==> src/rtl/pattern_source_pkg.sv <==
package pattern_source_pkg;

  typedef enum logic [1:0] {
    MODE_PRBS31 = 2'd0,
    MODE_PRBS7  = 2'd1,
    MODE_USER   = 2'd2
  } srcMode_e;

  typedef struct packed {
    logic     restart;
    logic     advance;
    srcMode_e mode;
    logic     invert;
  } ctrlStrobe_t;

endpackage

==> src/rtl/pattern_lfsr.sv <==
module pattern_lfsr #(
  parameter int WIDTH  = 7,
  parameter int TAP_HI = 6,
  parameter int TAP_LO = 5
) (
  input  logic clk,
  input  logic rst,
  input  logic reload,
  input  logic step,
  output logic nextBit
);

  logic [WIDTH-1:0] state;

  assign nextBit = state[TAP_HI] ^ state[TAP_LO];

  always_ff @(posedge clk) begin
    if (rst || reload) begin
      state <= '1;
    end else if (step) begin
      state <= {state[WIDTH-2:0], nextBit};
    end
  end

endmodule

==> src/rtl/pattern_ctrl.sv <==
module pattern_ctrl
  import pattern_source_pkg::*;
#(
  parameter int WORD_W = 64
) (
  input  logic              clk,
  input  logic              rst,
  input  logic              enable,
  input  logic [1:0]        patSel,
  input  logic              keepTrue,
  input  logic [WORD_W-1:0] userWord,
  output ctrlStrobe_t       strobe
);

  logic [1:0]        lastSel;
  logic [WORD_W-1:0] lastWord;
  logic              changeSeen;
  srcMode_e          modeNow;

  always_ff @(posedge clk) begin
    lastSel  <= patSel;
    lastWord <= userWord;
  end

  assign changeSeen = (patSel != lastSel) || (userWord != lastWord);

  always_comb begin
    case (patSel)
      2'b01:   modeNow = MODE_PRBS7;
      2'b10:   modeNow = MODE_USER;
      default: modeNow = MODE_PRBS31;
    endcase
  end

  always_comb begin
    strobe.restart = changeSeen && !rst;
    strobe.advance = enable && !changeSeen && !rst;
    strobe.mode    = modeNow;
    strobe.invert  = !keepTrue && (modeNow != MODE_USER);
  end

endmodule

==> src/rtl/pattern_datapath.sv <==
module pattern_datapath
  import pattern_source_pkg::*;
#(
  parameter int WORD_W = 64
) (
  input  logic              clk,
  input  logic              rst,
  input  ctrlStrobe_t       strobe,
  input  logic [WORD_W-1:0] userWord,
  output logic              dataOut
);

  localparam int IDX_W = (WORD_W > 1) ? $clog2(WORD_W) : 1;
  localparam logic [IDX_W-1:0] IDX_TOP = IDX_W'(WORD_W - 1);

  logic             p7Bit;
  logic             p31Bit;
  logic [IDX_W-1:0] idx;
  logic             rawBit;
  logic             outBit;

  pattern_lfsr #(.WIDTH(7), .TAP_HI(6), .TAP_LO(5)) u_lfsr7 (
    .clk    (clk),
    .rst    (rst),
    .reload (strobe.restart),
    .step   (strobe.advance && (strobe.mode == MODE_PRBS7)),
    .nextBit(p7Bit)
  );

  pattern_lfsr #(.WIDTH(31), .TAP_HI(30), .TAP_LO(27)) u_lfsr31 (
    .clk    (clk),
    .rst    (rst),
    .reload (strobe.restart),
    .step   (strobe.advance && (strobe.mode == MODE_PRBS31)),
    .nextBit(p31Bit)
  );

  always_ff @(posedge clk) begin
    if (rst || strobe.restart) begin
      idx <= IDX_TOP;
    end else if (strobe.advance && (strobe.mode == MODE_USER)) begin
      idx <= (idx == '0) ? IDX_TOP : idx - 1'b1;
    end
  end

  always_comb begin
    case (strobe.mode)
      MODE_PRBS7: rawBit = p7Bit;
      MODE_USER:  rawBit = userWord[idx];
      default:    rawBit = p31Bit;
    endcase
    outBit = rawBit ^ strobe.invert;
  end

  always_ff @(posedge clk) begin
    if (rst) begin
      dataOut <= 1'b0;
    end else if (strobe.advance) begin
      dataOut <= outBit;
    end
  end

endmodule

==> src/rtl/pattern_source.sv <==
module pattern_source
  import pattern_source_pkg::*;
#(
  parameter int WORD_W = 64
) (
  input  logic              clk,
  input  logic              rst,
  input  logic              enable,
  input  logic [1:0]        patSel,
  input  logic              keepTrue,
  input  logic [WORD_W-1:0] userWord,
  output logic              dataOut
);

  ctrlStrobe_t strobe;

  pattern_ctrl #(.WORD_W(WORD_W)) u_ctrl (
    .clk     (clk),
    .rst     (rst),
    .enable  (enable),
    .patSel  (patSel),
    .keepTrue(keepTrue),
    .userWord(userWord),
    .strobe  (strobe)
  );

  pattern_datapath #(.WORD_W(WORD_W)) u_dp (
    .clk     (clk),
    .rst     (rst),
    .strobe  (strobe),
    .userWord(userWord),
    .dataOut (dataOut)
  );

endmodule

==> config.mk <==
export PLATFORM = sky130hd
export DESIGN_NAME = pattern_source
export DESIGN_NICKNAME = d
export VERILOG_FILES = /design/src/rtl/pattern_source_pkg.sv /design/src/rtl/pattern_lfsr.sv /design/src/rtl/pattern_ctrl.sv /design/src/rtl/pattern_datapath.sv /design/src/rtl/pattern_source.sv
export SDC_FILE = /design/constraint.sdc
export NUM_CORES = 1
export LEC_CHECK = 0
export BUFFER_PORTS_ARGS = -buffer_cell sky130_fd_sc_hd__buf_2
export CAP_MARGIN = 20
export CELL_PAD_IN_SITES_DETAIL_PLACEMENT = 0
export CELL_PAD_IN_SITES_GLOBAL_PLACEMENT = 2
export CORE_MARGIN = 10
export CORE_UTILIZATION = 38
export CTS_BUF_LIST = sky130_fd_sc_hd__clkbuf_4 sky130_fd_sc_hd__clkbuf_8
export DETAILED_ROUTE_END_ITERATION = 16
export PLACE_DENSITY_LB_ADDON = 0.1
export SYNTH_ARGS = -nofsm -noshare
export SYNTH_HDL_FRONTEND = slang
export SYNTH_HIERARCHICAL = 1
export SYNTH_SLANG_ARGS = --single-unit
==> constraint.sdc <==
create_clock -name clk -period 3.51 [get_ports clk]
set_input_delay 0.702 -clock clk [delete_from_list [all_inputs] [get_ports clk]]
set_output_delay 0.702 -clock clk [all_outputs]
set_load 0.03 [all_outputs]
**Yosys cells after proc, flatten, opt, wreduce, memory -nomap -nowiden**

Cells that the tools add are included.
Widths: inputs -> output; s select.

- Input port bits: 70
- Flip-flop bits (word level): 111
- Word-level logic and storage cells: 37
- Output and inout port bits: 1

- Reductions and logical operators: 14
- Eq/ne operators: 7
- Bitwise logic cells: 3
- Add/subtract/negate cells: 1
- Mux-type cells: 5
- Magnitude comparators: 1

Operator list:

| operator | count |
|---|---|
| $ne 64x64->1 | 1 |
| $logic_and 1x1->1 | 7 |
| $lt 6x7->1 const B | 1 |
| $bmux 1 s6 | 1 |
| $logic_not 6->1 | 1 |
| $mux 6 | 1 |
| $sub 6x1->6 const B | 1 |
| $eq 2x1->1 const B | 2 |
| $eq 2x2->1 const B | 2 |
| $pmux 2 s2 | 1 |
| $logic_not 1->1 | 3 |
| $xor 1x1->1 | 3 |
| $logic_not 2->1 | 1 |
| $logic_or 1x1->1 | 2 |
| $ne 2x2->1 | 1 |
| $ne 2x2->1 const B | 1 |
| $pmux 1 s2 | 1 |
| $mux 1 | 1 |

**Longest topological paths before layout**

- Depth after elaboration: 6
- Mapped depth: 10

**Cells and area by module**

The synthesis kept the hierarchy.

Modules (own cells, without submodules):

| module | cells each | sequential area each (µm²) | instances | area each (µm²) |
|---|---|---|---|---|
| pattern_ctrl | 160 | 1321.3 | 1 | 2078.2 |
| pattern_lfsr (u_dp.u_lfsr31) | 103 | 620.6 | 1 | 1133.6 |
| pattern_datapath | 108 | 140.1 | 1 | 1044.8 |
| pattern_lfsr (u_dp.u_lfsr7) | 25 | 140.1 | 1 | 280.3 |

**Worst setup path after synthesis**

No wires, ideal clock.

- Kind: input to register
- From: input port userWord[41]
- To: register u_dp.idx[5]
- Stages on the path: 10
- Buffers on the path: 0
- Data required time: 3.371 ns
- Library setup time: 0.139 ns
- Slack: 0.689 ns
- Data arrival time: 2.681 ns
- Cell sequence: xnor2_1 -> nand4_1 -> nor4_1 -> nand3_1 -> nor4_2 -> nand2_1 -> or4_1 -> nor3_1 -> xnor2_1 -> nand2_1

RTL lines:

| item | RTL line | RTL |
|---|---|---|
| start: declaration | pattern_source.sv:11 | `input logic [WORD_W-1:0] userWord,` |
| end signal: assignment | pattern_datapath.sv:42 | `idx <= (idx == '0) ? IDX_TOP : idx - 1'b1;` |
| end: declaration | pattern_datapath.sv:18 | `logic [IDX_W-1:0] idx;` |

==> results.toml <==
[cts]
cts_buffer_depth = 2
clk_latency_ns = 0.39
cts_buffers = 9
cts_resized = 0
cts-root-buf = "clkbuf_8"
cts_setup_buffers = 0
clkSlewWorstSetupHoldPaths_ns = 0.11
cts_max_level = 3
cts.sinks = 111
cts_tree = "yes"
cts_hold_buf = 0

[die]
io_pins = 71
dieArea_mm2 = 0.01671
die_h_um = 129.3
rows = 39
die_x_um = 129.3
start_util_pct = 39.23
core_area_mm2 = 0.01156

[critical_path]
crit_family = "simple AND/OR/NAND/NOR gates"
arrival_ns = 3.23
path_buf_inv = 1
slowest_stage = "nor4_1"
reg2regPathDepth = 10
crit_required_ns = 3.77
end_kind = "flip-flop"
path_class = "primary input to flip-flop"
slowest_delay_ns = 0.49
crit_cells = 11
cp_max_fo = 3
path_cells = "buf_2 > xnor2_1 > nand4_1 > nor4_1 > nand3_1 > nor4_2 > nand2_1 > or4_1 > nor3_1 > xnor2_1 > nand2_1"
critPathLaunchType = "primary input"

[global_route]
grt_pass1_wl_mm = 17.28
grt-ovfl-total = 0
antenna_found_initial = 0
grt_max_degree = 33
track_usage_pct = 13.57
grt_pass1_vias = 3102

[power]
power_frac_comb_pct = 8.8
pwr-share-clk_pct = 34.0
power.density_mw_per_mm2 = 441.2
p_seq_share_pct = 57.2
internal_power_mw = 1.765
power.share.switching_pct = 23.33
ir_drop_mv = 0.2924
power.switching_mw = 0.5370
leakage_nw = 2.051
p_total_mw = 2.302

[cells_and_area]
antenna_cells = 0
fillers = 1135
drive_above_1_share_pct = 22.74
final_cell_mix = "111 x dfxtp_1, 70 x buf_2, 67 x xnor2_1"
final_common_cell = "dfxtp_1"
area_growth_pct = 15.00
nNetsFinal = 545
fin_cells = 618

[drt]
routed_wl_mm = 10.78
dr.pass1.iters = 4
drt-wirelength-per-cell_um = 17.44
avgViaCountPerCell = 4.911
drt_iter0_drc = 190
ant_nets = 0
vias = 3035
drc = 0

[timing]
period_share_pct = 84.68
finalClockSkew_ns = 0.01518
setup_violations = 0
fin_tns_setup_ns = 0
max_freq_mhz = 336.4
fin_crit_ns = 2.972
tightestPinTransition_ns = 0.8173
rsz0062_at_grt = "false"
final-hold-violation-count = 0
max_slew_margin_pct = 45.44
maxSlewViolCount = 0
hold_ws_ns = 0.4387

[placement]
place_congestion = 0.7728
dpl.hpwl_mm = 8.296
dp_cells = 602
io_buffers = 70

[yosys]
synth-edff-count = 0
syn-num-nets = 471
syn_avg_cell_area_um2 = 11.46
synth_seq_cells = 111
synthCells = 396
ys.flop_type = "dfxtp_1"
ys_types = 51
synth_area_mm2 = 0.004537
synth_warnings = 6
ys_seq_area_share_pct = 48.98
async_flop_share_pct = 0

[worst_hold_path]
min_path_type = "primary input to flip-flop"
holdPathStages = 1

[status]
outcome = "complete, no violations"

[flow_run]
maxCapViolCount = 0
==> cell families (layout without fill, tap and decap cells) <==
group                    after synthesis  after routing  share of synthesized area (%)
AO/OA/AOI/OAI                         23             23                          3.944
XOR/XNOR                              73             73                          14.09
adder cells (fa/ha/maj)                5              5                          1.379
buffers and inverters                 24            103                          3.806
flip-flops                           111            111                          48.98
multiplexers                          57             57                          15.97
AND/OR/NAND/NOR                      103            103                          11.83
==> Yosys cell counts (4+ instances only) <==
cell,n,area [um2]
dfxtp_1,111,2222
xnor2_1,67,586.8
nand2_1,46,172.7
mux2i_1,45,450.4
nand4_1,16,100.1
inv_1,9,33.78
mux4_2,8,180.2
nor2_1,7,26.28
xor2_1,6,52.55
buf_2,5,25.02
ha_1,5,62.56
nor3_1,5,25.02
nor4_1,5,31.28
and2_1,4,25.02
nand2b_1,4,25.02
==> layer usage <==
| metal | track usage, % | share of wire [%] |
|---|---|---|
| met2 | 20.41 | 44 |
| met3 | 4.445 | 6.9 |
| met5 | 0 | 0 |
| met1 | 18.00 | 48 |
| met4 | 4.348 | 1.4 |
==> worst register-to-register path: stages, from the launching register on <==
cell	delay [ns]
dfxtp_1	0.32
xnor2_1	0.30
nand4_1	0.16
nor4_1	0.49
nand3_1	0.23
nor4_2	0.30
nand2_1	0.10
or4_1	0.45
nor3_1	0.20
xnor2_1	0.14
nand2_1	0.06
==> path summary, 6_finish.rpt <==
check                     startpoint                      end  slack (ns)
max                     userWord[60]              u_dp/idx[5]        0.54
min                     userWord[41]      u_ctrl/lastWord[41]        0.44
min reg2reg  u_dp/u_lfsr31/state[26]  u_dp/u_lfsr31/state[27]        0.48
max reg2reg      u_ctrl/lastWord[60]              u_dp/idx[5]        0.64
==> flip-flops by register name (all words and copies together), names as in the netlist <==
register,flops
u_ctrl/lastWord,64
u_dp/u_lfsr31/state,31
u_dp/u_lfsr7/state,7
u_dp/idx,6
u_ctrl/lastSel,2
u_dp/dataOut,1
==> power by group through the flow <==
stage	combinational [mW]	sequential [mW]	clock [mW]
5_1_grt	0.224	1.32	0.859
3_3_place_gp	0.204	1.34	0
2_1_floorplan	0.108	1.34	0
3_5_place_dp	0.206	1.35	0
6_report	0.203	1.32	0.783
4_1_cts	0.207	1.32	0.819
==> through the flow <==
| stage | area [um2] | util, % | setup WS, ns |
|---|---|---|---|
| 3_5_place_dp | 5020 | 43.41 | 0.1713 |
| 4_1_cts | 5218 | 45.12 | 0.5766 |
| 2_1_floorplan | 4537 | - | 0.6895 |
| 3_3_place_gp | 4992 | 43.17 | 0.2646 |
| 6_report | 5218 | 45.12 | 0.5377 |
| 5_1_grt | 5218 | 45.12 | 0.2624 |
==> area by class of cell <==
| cell class | count | area, um2 | area share [%] |
|---|---|---|---|
| multi-input cells | 261 | 2142 | 41.06 |
| clock buffers | 12 | 152.6 | 2.926 |
| flip-flops and latches | 111 | 2222 | 42.59 |
| well taps | 143 | 178.9 | 3.429 |
| inverters | 9 | 33.78 | 0.6475 |
| clock inverters | 4 | 45.04 | 0.8633 |
| repair buffers | 78 | 442.9 | 8.489 |
No activity file was read; power rests on OpenSTA's default activity.
